===== config.mk =====
export PLATFORM = sky130hd
export DESIGN_NAME = pwr_seq_ctrl
export DESIGN_NICKNAME = d
export VERILOG_FILES = /design/src/rtl/pwr_seq_ctrl.sv
export SDC_FILE = /design/constraint.sdc
export NUM_CORES = 1
export LEC_CHECK = 0
export BUFFER_PORTS_ARGS = -buffer_cell sky130_fd_sc_hd__buf_2
export CORE_MARGIN = 2
export CORE_UTILIZATION = 25
export CTS_CLUSTER_DIAMETER = 80
export DETAILED_ROUTE_END_ITERATION = 6
export SLEW_MARGIN = 20
export SYNTH_ARGS = -nofsm -noshare
export SYNTH_HDL_FRONTEND = slang
export SYNTH_SLANG_ARGS = --single-unit

===== constraint.sdc =====
create_clock -name clk -period 2.4 [get_ports clk]
set_input_delay 0 -clock clk [delete_from_list [all_inputs] [get_ports clk]]
set_output_delay 0 -clock clk [all_outputs]
set_load 0.05 [all_outputs]

===== src/rtl/pwr_seq_ctrl.sv =====
module pwr_seq_ctrl #(
  parameter int unsigned DELAY_TICKS = 32000
) (
  input  logic       clk,
  input  logic       rst_n,
  input  logic       tick,
  input  logic       shdn_n,
  input  logic       run3,
  input  logic       on5,
  input  logic       tmr_trip,
  input  logic [1:0] seq_sel,
  input  logic       good3,
  input  logic       good5,
  output logic [1:0] mode,
  output logic       en3,
  output logic       en5,
  output logic       pg_n
);

  localparam int unsigned CW = $clog2(DELAY_TICKS + 1);
  localparam logic [CW-1:0] FULL = CW'(DELAY_TICKS);
  localparam logic [1:0] M_SHUT = 2'b00;
  localparam logic [1:0] M_STBY = 2'b01;
  localparam logic [1:0] M_RUN  = 2'b10;

  logic          run3_q, ind3_q, ind5_q, first_q, second_q;
  logic [CW-1:0] cnt_q;
  logic          indep, five_first, timed, first_nx, second_nx, mon_ok;

  assign indep      = (seq_sel == 2'b00) || (seq_sel == 2'b11);
  assign five_first = (seq_sel == 2'b01);
  assign timed      = !indep;

  assign first_nx  = shdn_n && timed && run3 && (first_q || !run3_q);
  assign second_nx = shdn_n && timed && run3 && first_q && (second_q || tmr_trip);

  always_ff @(posedge clk or negedge rst_n) begin
    if (!rst_n) begin
      run3_q   <= 1'b0;
      ind3_q   <= 1'b0;
      ind5_q   <= 1'b0;
      first_q  <= 1'b0;
      second_q <= 1'b0;
    end else begin
      run3_q   <= run3;
      ind3_q   <= shdn_n && run3;
      ind5_q   <= shdn_n && on5;
      first_q  <= first_nx;
      second_q <= second_nx;
    end
  end

  assign en3 = shdn_n && (indep ? ind3_q : (five_first ? second_q : first_q));
  assign en5 = shdn_n && (indep ? ind5_q : (five_first ? first_q : second_q));

  assign mode = !shdn_n ? M_SHUT : ((en3 || en5) ? M_RUN : M_STBY);

  assign mon_ok = indep ? (en3 && good3) : (en3 && en5 && good3 && good5);

  always_ff @(posedge clk or negedge rst_n) begin
    if (!rst_n)                    cnt_q <= '0;
    else if (!mon_ok)              cnt_q <= '0;
    else if (tick && cnt_q != FULL) cnt_q <= cnt_q + 1'b1;
  end

  assign pg_n = mon_ok && (cnt_q == FULL);

  AST_SHDN_CLEARS: assert property (@(posedge clk) disable iff (!rst_n)
    !shdn_n |=> (cnt_q == '0 && !first_q && !second_q));
  AST_ORDERED_START: assert property (@(posedge clk) disable iff (!rst_n)
    second_q |-> first_q);
  AST_RUN_LOW_STOPS: assert property (@(posedge clk) disable iff (!rst_n)
    (timed && !run3) |=> (!first_q && !second_q));
  AST_EDGE_ONLY: assert property (@(posedge clk) disable iff (!rst_n)
    $rose(first_q) |-> ($past(run3) && !$past(run3_q)));
  AST_NO_OVERFLOW: assert property (@(posedge clk) disable iff (!rst_n)
    cnt_q <= FULL);
  AST_RELEASE_AFTER_HOLD: assert property (@(posedge clk) disable iff (!rst_n)
    pg_n |-> $past(mon_ok));
  AST_COUNT_RESTART: assert property (@(posedge clk) disable iff (!rst_n)
    !mon_ok |=> (cnt_q == '0));

endmodule


==> summary.txt <==
Outcome
  – Outcome: completed

Hold path
  – Worst Hold Class: primary input to flop
  – Worst hold path depth: 2

Drt
  – Drt total wl: 2410 um
  – DR WL/cell: 12.8 um
  – Antenna viol nets, final: 0
  – Drt initial violations: 16
  – Drt first pass iters: 6
  – Remaining DRCs: 0
  – Total number of vias: 953
  – Vias per inst: 5.07

Timing
  – Setup TNS: 0 ps
  – Final setup fails: 0
  – RSZ-0062 raised after global routing: false
  – Min cycle time layout: 2250 ps
  – Fmax: 0.444 GHz
  – Final period utilization: 0.939
  – Worst-margin pin slew: 598 ps
  – Hold WS: 55.4 ps
  – Slew Viols, Final: 0
  – Max-slew headroom: 0.600
  – Post-route setup slack: 146 ps
  – Final Hold Vio Count: 0
  – Setup Skew: 3.71 ps

Global route
  – Vias in the first global route: 940
  – Grt ovf: 0
  – Initial antenna violation count: 0
  – Tot GR Track Use: 0.102
  – First-pass GRT wire length: 4240 um
  – Largest net degree at the start of global routing: 21

Clocking
  – Latest clock arrival within the worst-skew pair: 260 ps
  – Worst-path clk slew: 70 ps
  – TritonCTS clock tree: done
  – H-tree Lvls: 1
  – CTS sink cnt: 20
  – Root Buffer: clkbuf_8
  – Clock Path Buffers: 2
  – CTS buffer count: 3

Yosys
  – Synth Flop Type: dfrtp_1
  – Post-synthesis sequential area ratio: 0.430
  – Syn nets: 128
  – Asr flop ratio synth: 1.00
  – Syn_area_per_cell: 10.2 um2
  – Post-Syn Area: 1160 um2
  – Distinct cells, synth: 42
  – EDFF count, synth: 0
  – Cells after synthesis: 114
  – Yosys warnings: 0
  – FF+latch count, synth: 20

Power
  – Static leakage: 0.577 nW
  – Pwr Density: 544 nW/um2
  – Overall power: 0.000770 W
  – Maximum vdd drop: 0.228 mV

Layout
  – Nets: 151
  – Layout cells sized above 1: 0.272
  – Syn-to-layout area delta: 21.5%
  – ANT cells: 0

Die
  – Num rows: 24
  – Initial Utilization: 0.264
  – DIE WIDTH: 72.2 um
  – Die area: 5220 um2
  – Io pins: 16
  – Die span in y: 72.2 um
  – Core Area: 4410 um2

Worst setup path
  – Nature of the critical path endpoint: primary output
  – Startpoint Class: flop
  – Worst Path Max Fanout: 4
  – Critical Path AT: 2250 ps
  – Critical Path RT: 2400 ps
  – Crit path kind: flop to primary output
  – Worst reg2reg path depth: 7

Placed design
  – Port bufs: 15
  – Post-Place Worst Slack: 281 ps
  – GPL Wtd Cong: 0.809
  – DP Wirelength: 1830 um

Flow run
  – # Max-Cap Violations: 0
-- cells in the final DEF, fill, tap and decap left out, types with 3 or more instances in the layout --
| master | instances |
|---|---|
| inv_1 | 7 |
| nand4_1 | 7 |
| o31ai_1 | 3 |
| a21oi_1 | 5 |
| nor2_2 | 3 |
| nor3_1 | 3 |
| nor2b_1 | 3 |
| xor2_1 | 4 |
| o41ai_1 | 3 |
| buf_2 | 14 |
| dlygate4sd3_1 | 3 |
| ha_1 | 3 |
| clkbuf_8 | 3 |
| nand3_1 | 3 |
| dfrtp_1 | 20 |
| nand2_1 | 6 |
| nor2_1 | 9 |
| xnor2_1 | 4 |
-- critical path, cell delays in order (launching register included) --
cell	delay [ps]
dfrtp_1	410
inv_1	110
ha_1	140
or4b_4	480
or4_1	530
nor2_2	140
buf_6	190
-- through the flow --
| step | util | cell area [um2] | instances |
|---|---|---|---|
| detailed placement | 0.295 | 1300 | 181 |
| global route | 0.320 | 1410 | 188 |
| CTS | 0.318 | 1410 | 188 |
| finish | 0.320 | 1410 | 188 |
| floorplan | - | 1160 | 114 |
| global placement | 0.295 | 1300 | 181 |
-- Yosys cell counts, types with 2 or more instances --
| cell | n | share of area |
|---|---|---|
| ha_1 | 3 | 0.032 |
| xnor2_1 | 4 | 0.030 |
| nor2_2 | 2 | 0.011 |
| nand4_1 | 7 | 0.038 |
| or4_2 | 2 | 0.015 |
| nand3_1 | 3 | 0.013 |
| and2_1 | 2 | 0.011 |
| o31ai_1 | 3 | 0.019 |
| inv_1 | 7 | 0.023 |
| nand2_1 | 6 | 0.019 |
| dfrtp_1 | 20 | 0.43 |
| or4bb_1 | 2 | 0.019 |
| and3_1 | 2 | 0.011 |
| nor3_1 | 3 | 0.013 |
| xor2_1 | 4 | 0.030 |
| a21oi_1 | 5 | 0.022 |
| nor2_1 | 10 | 0.032 |
| nor2b_1 | 3 | 0.016 |
| o41ai_1 | 3 | 0.023 |
-- state kept, by name, summed over array words and instances, names as in the netlist --
signal and cells:
second_q 1, run3_q 1, ind3_q 1, cnt_q 15, ind5_q 1, first_q 1
-- cell families after synthesis --
| kind of cell | after synthesis | synth area share |
|---|---|---|
| flip-flops | 20 | 0.430 |
| buffers and inverters | 9 | 0.0355 |
| multiplexers | 2 | 0.0183 |
| AND/OR/NAND/NOR | 53 | 0.281 |
| XOR/XNOR | 8 | 0.0602 |
| AO/OA/AOI/OAI | 19 | 0.143 |
| adder cells (fa/ha/maj) | 3 | 0.0323 |
-- path summary, 6_finish.rpt --
| check | to | slack, ps | startpoint |
|---|---|---|---|
| setup / recovery | pg_n | 150 | cnt_q[0] |
| hold / removal | ind5_q | 60 | shdn_n |
| setup reg to reg | cnt_q[9] | 270 | cnt_q[0] |
| hold reg to reg | first_q | 510 | run3_q |
| max in group asynchronous | cnt_q[1] | 1870 | rst_n |
| min in group asynchronous | second_q | 220 | rst_n |
-- what timing repair did --
item	4_1_cts	5_1_grt
endpoints found under the setup margin	0	1
gates resized for setup	0	4
buffers inserted	0	0
hold buffers	3	0
endpoints found under the hold margin	23	0
-- routing by layer --
metal | GRT usage | share of wire | vias to the layer above
met5 | 0 | 0 | -
met4 | 0.0314 | 0.013 | 0
met3 | 0.0292 | 0.023 | 5
met2 | 0.169 | 0.49 | 9
met1 | 0.128 | 0.48 | 479
li1 | - | - | 460
-- layout make-up --
class,count,area [um2]
multi-input cells,85,624
clock inverters,1,30.0
well taps,52,65.1
inverters,7,26.3
flip-flops and latches,20,500
clock buffers,3,41.3
repair buffers,20,126
fillers,448,3000
-- power by group --
group | switching [W] | internal (W) | total (W)
Clock | 0.000115 | 0.000223 | 0.000338
Sequential | 0.00000136 | 0.000340 | 0.000342
Combinational | 0.0000581 | 0.0000325 | 0.0000906
Power figures use the tool's default switching activity.
